==> src/rtl/sram_strobe_ctrl.sv <==
module sram_strobe_ctrl #(
  parameter int AW     = 17,
  parameter int DW     = 8,
  parameter int CLK_NS = 4,
  parameter int T_RC   = 10,
  parameter int T_AA   = 10,
  parameter int T_WC   = 10,
  parameter int T_WP   = 8,
  parameter int T_AW   = 10,
  parameter int T_DS   = 7,
  parameter int T_HZWE = 7,
  parameter int T_HZOE = 6
) (
  input  logic          clk,
  input  logic          rst_n,
  input  logic          req_valid,
  output logic          req_ready,
  input  logic          req_write,
  input  logic [AW-1:0] req_addr,
  input  logic [DW-1:0] req_wdata,
  output logic [DW-1:0] rd_data,
  output logic          rd_valid,
  output logic [AW-1:0] mem_addr,
  output logic          mem_ce1_n,
  output logic          mem_ce2,
  output logic          mem_we_n,
  output logic          mem_oe_n,
  output logic [DW-1:0] mem_dq_out,
  input  logic [DW-1:0] mem_dq_in,
  output logic          mem_dq_oe
);

  function automatic int cyc(int t);
    int c;
    c = (t + CLK_NS - 1) / CLK_NS;
    return (c < 1) ? 1 : c;
  endfunction

  function automatic int mx(int a, int b);
    return (a > b) ? a : b;
  endfunction

  localparam int RD_C  = cyc(mx(T_RC, T_AA));
  localparam int HZW_C = cyc(T_HZWE);
  localparam int WL_C  = mx(mx(cyc(T_WP), cyc(T_AW)), mx(cyc(T_WC), HZW_C + cyc(T_DS)));
  localparam int TA_C  = cyc(T_HZOE);
  localparam int MAXC  = mx(mx(RD_C, WL_C), TA_C);
  localparam int CW    = $clog2(MAXC + 1);

  typedef enum logic [1:0] {S_IDLE, S_RD, S_TA, S_WR} state_t;

  state_t        st, st_d;
  logic [CW-1:0] cnt, cnt_d;
  logic          last_rd, last_rd_d;
  logic          take, rd_end;

  assign take   = req_valid && (st == S_IDLE);
  assign rd_end = (st == S_RD) && (cnt == CW'(RD_C - 1));

  always_comb begin
    st_d      = st;
    cnt_d     = cnt + 1'b1;
    last_rd_d = last_rd;
    case (st)
      S_IDLE: begin
        cnt_d = '0;
        if (req_valid) begin
          last_rd_d = !req_write;
          if (!req_write)   st_d = S_RD;
          else if (last_rd) st_d = S_TA;
          else              st_d = S_WR;
        end
      end
      S_RD: if (rd_end) begin
        st_d  = S_IDLE;
        cnt_d = '0;
      end
      S_TA: if (cnt == CW'(TA_C - 1)) begin
        st_d  = S_WR;
        cnt_d = '0;
      end
      default: if (cnt == CW'(WL_C - 1)) begin
        st_d  = S_IDLE;
        cnt_d = '0;
      end
    endcase
  end

  always_ff @(posedge clk or negedge rst_n) begin
    if (!rst_n) begin
      st         <= S_IDLE;
      cnt        <= '0;
      last_rd    <= 1'b0;
      req_ready  <= 1'b1;
      mem_ce1_n  <= 1'b1;
      mem_ce2    <= 1'b0;
      mem_we_n   <= 1'b1;
      mem_oe_n   <= 1'b1;
      mem_dq_oe  <= 1'b0;
      mem_addr   <= '0;
      mem_dq_out <= '0;
      rd_data    <= '0;
      rd_valid   <= 1'b0;
    end else begin
      st        <= st_d;
      cnt       <= cnt_d;
      last_rd   <= last_rd_d;
      req_ready <= (st_d == S_IDLE);
      mem_ce1_n <= !(st_d == S_RD || st_d == S_WR);
      mem_ce2   <= (st_d == S_RD || st_d == S_WR);
      mem_oe_n  <= (st_d != S_RD);
      mem_we_n  <= (st_d != S_WR);
      mem_dq_oe <= (st_d == S_WR) && (cnt_d >= CW'(HZW_C));
      rd_valid  <= rd_end;
      if (rd_end) rd_data <= mem_dq_in;
      if (take) begin
        mem_addr <= req_addr;
        if (req_write) mem_dq_out <= req_wdata;
      end
    end
  end

endmodule

==> config.mk <==
export PLATFORM = sky130hd
export DESIGN_NAME = sram_strobe_ctrl
export DESIGN_NICKNAME = d
export VERILOG_FILES = /design/src/rtl/sram_strobe_ctrl.sv
export SDC_FILE = /design/constraint.sdc
export NUM_CORES = 1
export LEC_CHECK = 0
export BUFFER_PORTS_ARGS = -buffer_cell sky130_fd_sc_hd__buf_2
export CAP_MARGIN = 20
export CELL_PAD_IN_SITES_DETAIL_PLACEMENT = 0
export CELL_PAD_IN_SITES_GLOBAL_PLACEMENT = 2
export CORE_MARGIN = 2
export CORE_UTILIZATION = 33
export DETAILED_ROUTE_END_ITERATION = 10
export PLACE_DENSITY = 0.95
export SYNTH_ARGS = -nofsm -noshare
export SYNTH_HDL_FRONTEND = slang
export SYNTH_SLANG_ARGS = --single-unit
==> constraint.sdc <==
create_clock -name clk -period 3.27 [get_ports clk]
set_input_delay 0.654 -clock clk [delete_from_list [all_inputs] [get_ports clk]]
set_output_delay 0.654 -clock clk [all_outputs]
set_load 0.01 [all_outputs]
==> Yosys cells after proc, flatten, opt, wreduce, memory -nomap -nowiden <==
Cells that the tools add are included.
{ "word_totals": {"ff_bits": 46, "inputBits": 37, "out_inout_bits": 40, "wordCells": 45} }
{ "op_classes": {"add_sub_neg": 1, "magnitude_cmp": 1, "n_eq_ne": 9, "muxes": 11, "n_reduce_logical": 10} }
{ "ops": {"columns": ["operator", "n"], "rows": [
  ["two-way mux 2 bit", 5],
  ["two-way mux 3 bit", 3],
  ["case mux 3 bit (3 select lines)", 1],
  ["== test 3 x 2 -> 1 bit (second input constant)", 2],
  ["case mux 2 bit (3 select lines)", 1],
  ["== test 2 x 1 -> 1 bit (second input constant)", 2],
  ["== test 2 bit (second input constant)", 2],
  ["logical NOT 2 bit", 2],
  ["AND reduction 2 bit", 2],
  ["adder 3 x 1 -> 3 bit (second input constant)", 1],
  ["== test 3 x 1 -> 1 bit (second input constant)", 1],
  ["greater-or-equal comparator 3 x 2 -> 1 bit (second input constant)", 1],
  ["logical AND 1 bit", 3],
  ["logical NOT 1 bit", 2],
  ["inequality test 2 x 1 -> 1 bit (second input constant)", 1],
  ["inequality test 2 bit (second input constant)", 1],
  ["logical OR 1 bit", 1],
  ["two-way mux 1 bit", 1]
]} }

==> Depth between registers and ports, before layout <==
{ "depth": {"ltp_word": 7, "depth_mapped": 6, "depth_no_buf": 5} }

==> Worst setup path after synthesis <==
No wires, ideal clock.
{ "synth_path": {"kind": "input -> register", "start": "input req_valid", "end": "register mem_addr[11]", "setup_time_ps": 125, "t_arrival_ps": 1433, "required_ps": 3145, "setup_slack_ps": 1713, "path_stages": 4, "path_buffers": 2, "path_cell_list": "nor3b_2 -> buf_6 -> buf_8 -> mux2_2"} }
{ "synth_via": {"elab_chain_cells": 1} }
{ "synth_lines": {"columns": ["element", "line", "source"], "rows": [
  ["start: declaration", "16", "input logic req_valid,"],
  ["logical AND 1 bit", "57", "assign take = req_valid && (st == S_IDLE);"],
  ["end signal: assignment", "117", "mem_addr <= req_addr;"],
  ["end: declaration", "23", "output logic [AW-1:0] mem_addr,"]
]} }
Every way passes these cells.
A chain may end at the register's enable or synchronous reset.

==> Worst setup path in the final report <==
{ "layout_path": {"start": "register st[1]", "end": "register mem_dq_out[4]"} }
{ "layout_via": {"elab_chain_cells": 3} }
{ "layout_lines": {"columns": ["element", "line", "source"], "rows": [
  ["start: declaration", "52", "state_t st, st_d;"],
  ["start signal: assignment", "105", "st <= st_d;"],
  ["logical NOT 2 bit", "57", null],
  ["logical AND 1 bit", "57", null],
  ["AND reduction 2 bit (no source line)", null, null],
  ["end signal: assignment", "118", "if (req_write) mem_dq_out <= req_wdata;"],
  ["end: declaration", "28", "output logic [DW-1:0] mem_dq_out,"]
]} }
Every way passes these cells.

==> impl_metrics.json <==
{
  "path_clk_slew_ps": 80,
  "hold_ws_ps": 271,
  "final_util_pct": 44.0,
  "yosysTopAreaCell": "dfrtp_1",
  "rows": 27,
  "io_pins": 77,
  "drc_errors": 0,
  "final_cells": 281,
  "die-area_mm2": 0.00630,
  "final_cell_mix": "76 x buf_2, 41 x dfrtp_1, 20 x mux2_2",
  "diodes": 0,
  "cts_made_buffers": 5,
  "via_per_inst": 4.53,
  "hold_viol": 0,
  "grt_remaining_overflow": 0,
  "hpwlAfterDp_um": 2710,
  "nNetsFinal": 250,
  "placed_cells": 272,
  "maxCapViolations": 0,
  "finalCritPeriodShare_pct": 59.2,
  "grt_setup_unrepaired": "no",
  "maxSlewViolCount": 0,
  "clock_skew_ps": 2.34,
  "grt_max_degree": 46,
  "crit_family": "simple AND/OR/NAND/NOR gates",
  "cp_slowest_cell": "dfrtp_1",
  "clk_path_buf_depth": 2,
  "place.port_buffers": 76,
  "worst_pin_slew_ps": 714,
  "ys_seq_elements": 45,
  "p_clk_share_pct": 18.3,
  "p_leak_nw": 1.18,
  "p_per_area_mw_per_mm2": 938,
  "postRouteWirelength_um": 3560,
  "cts_resized": 0,
  "postCtsSetupRepairBufs": 0,
  "total_power_mw": 2.27,
  "drt-pass1-iter-count": 4,
  "crit_buf_inv": 1,
  "die_w_um": 79.4,
  "setup_ws_ps": 1330,
  "seq_power_share_pct": 44.0,
  "slew-limit-headroom_pct": 52.3,
  "drive_gt1_share_pct": 54.1,
  "worstSetupPathType": "register to register",
  "grt_pass1_wl_um": 5600,
  "switching_share_pct": 33.3,
  "ant_nets": 0,
  "path_cells": "nor3b_2 -> buf_4 -> and2_1 -> mux2_2",
  "startpoint_type": "register",
  "avgRoutedWirePerCell_um": 12.7,
  "arrival_ps": 2120,
  "combPwrFrac_pct": 37.6,
  "syn2layout_area_growth_pct": 29.2,
  "place_ws_ps": 1130,
  "cp.required_ps": 3450,
  "cpPeakStageDelay_ps": 510,
  "fin_setup_tns_ps": 0,
  "synth_area_leaders": "dfrtp_1 55%, mux2_2 12%, mux2_1 7.8%",
  "fmax_mhz": 517,
  "synth.cell_area_mm2": 0.00188,
  "synth_top_area_share_pct": 54.7,
  "cts_htree_levels": 2,
  "ys_seq_area_share_pct": 60.3,
  "clock_latency_ps": 290,
  "syn_nets": 171,
  "r2r_slack_ps": 1330,
  "ir_worst_vdd_mv": 0.262,
  "gp_congestion": 0.709,
  "endpoint_kind": "register",
  "layout_commonest_cell": "buf_2",
  "cp_num_cells": 4,
  "dr.first_iter.drc_count": 43,
  "endpoint": "mem_dq_out[4]",
  "yosysWarningCount": 0,
  "cts.sinks": 45,
  "synth_area_per_cell_um2": 14.5,
  "vias": 1274,
  "syn-instance-count": 129,
  "path_max_fanout": 20,
  "report.final.setup_viol": 0,
  "hold_path.class": "input pin to async pin",
  "cts_root_buffer": "clkbuf_8",
  "design_area_mm2": 0.00242,
  "netSwitchingPower_mw": 0.757,
  "reg2reg_depth": 4,
  "core_region_area_mm2": 0.00551,
  "grt_antenna_before_repair": 0,
  "start_util_pct": 34.1,
  "finalCriticalPeriod_ps": 1940,
  "grt_usage_pct": 11.9,
  "cp-startpoint": "st[1]",
  "hold_buffers": 0,
  "status": "finished clean",
  "postPlaceCellArea_mm2": 0.00229,
  "die_h_um": 79.4,
  "yosysUniqueCellTypes": 27,
  "p_int_mw": 1.52,
  "cts_tree": "done",
  "grt_pass1_vias": 1243,
  "r2r_end": "mem_dq_out[4]",
  "r2r_start": "st[1]"
}
[worst reg2reg max path, stage by stage, from the launching register on]
cell and delay, ps:
dfrtp_1 510, nor3b_2 220, buf_4 280, and2_1 420, mux2_2 390
[area by class of cell]
| type | count | area [um2] |
|---|---|---|
| clock buffers | 5 | 68.8 |
| flip-flops and latches | 45 | 1130 |
| clock inverters | 3 | 46.3 |
| inverters | 5 | 18.8 |
| multi-input cells | 73 | 661 |
| fillers | 527 | 3080 |
| repair buffers | 78 | 408 |
| well taps | 72 | 90.1 |
[sequential cells by signal, summed over array words and instances (netlist names), 2 cells and up]
signal and cells:
mem_addr 17, mem_dq_out 8, rd_data 8, cnt 3, st 2
[per-layer routing]
metal | track usage (%) | vias up | part of all wire, %
met2 | 19.6 | 53 | 48
met4 | 5.86 | 0 | 1.3
met1 | 13.9 | 615 | 43
li1 | - | 601 | -
met3 | 3.96 | 5 | 7.1
met5 | 0 | - | 0
[kinds of logic after synthesis]
family / Yosys count / synth area share, %
AOI/OAI and AO/OA: 12 / 4.40
adders and majority gates: 5 / 3.34
buffers and inverters: 11 / 4.47
DFF: 45 / 60.3
muxes: 33 / 19.8
and+or+nand+nor: 23 / 7.67
[synth_stat cells]
cell type,n
a2111oi_0,1
a211o_1,2
a21bo_2,1
a21oi_1,3
a31oi_1,1
and2_1,3
and3_1,1
buf_2,1
buf_6,4
buf_8,1
dfrtp_1,41
dfstp_2,4
ha_1,5
inv_1,5
mux2_1,13
mux2_2,20
nand2_1,4
nand2b_1,1
nor2_1,6
nor2b_1,3
nor3_1,1
nor3b_1,1
nor3b_2,1
nor4_1,1
nor4bb_4,1
o21a_1,2
o21ai_0,2
[power by group through the flow]
stage          logic, mW  registers, mW  clock network, mW
5_1_grt            0.951           1.04              0.456
2_1_floorplan      0.445           1.10                  0
3_5_place_dp       0.870           1.02                  0
6_report           0.855           1.00              0.417
4_1_cts            0.871           1.01              0.438
3_3_place_gp       0.859           1.01                  0
[worst min-delay path by stage]
stage,from,end,slack [ps],cells past startpoint
after floorplan,rst_n,cnt[0],360,0
after global placement,mem_addr[15],mem_addr[15],460,1
after detailed placement,rd_data[7],rd_data[7],470,1
after CTS,rd_data[7],rd_data[7],490,1
after global routing,rst_n,mem_dq_out[7],280,1
final,rst_n,st[0],270,1
Power figures use the tool's default switching activity.
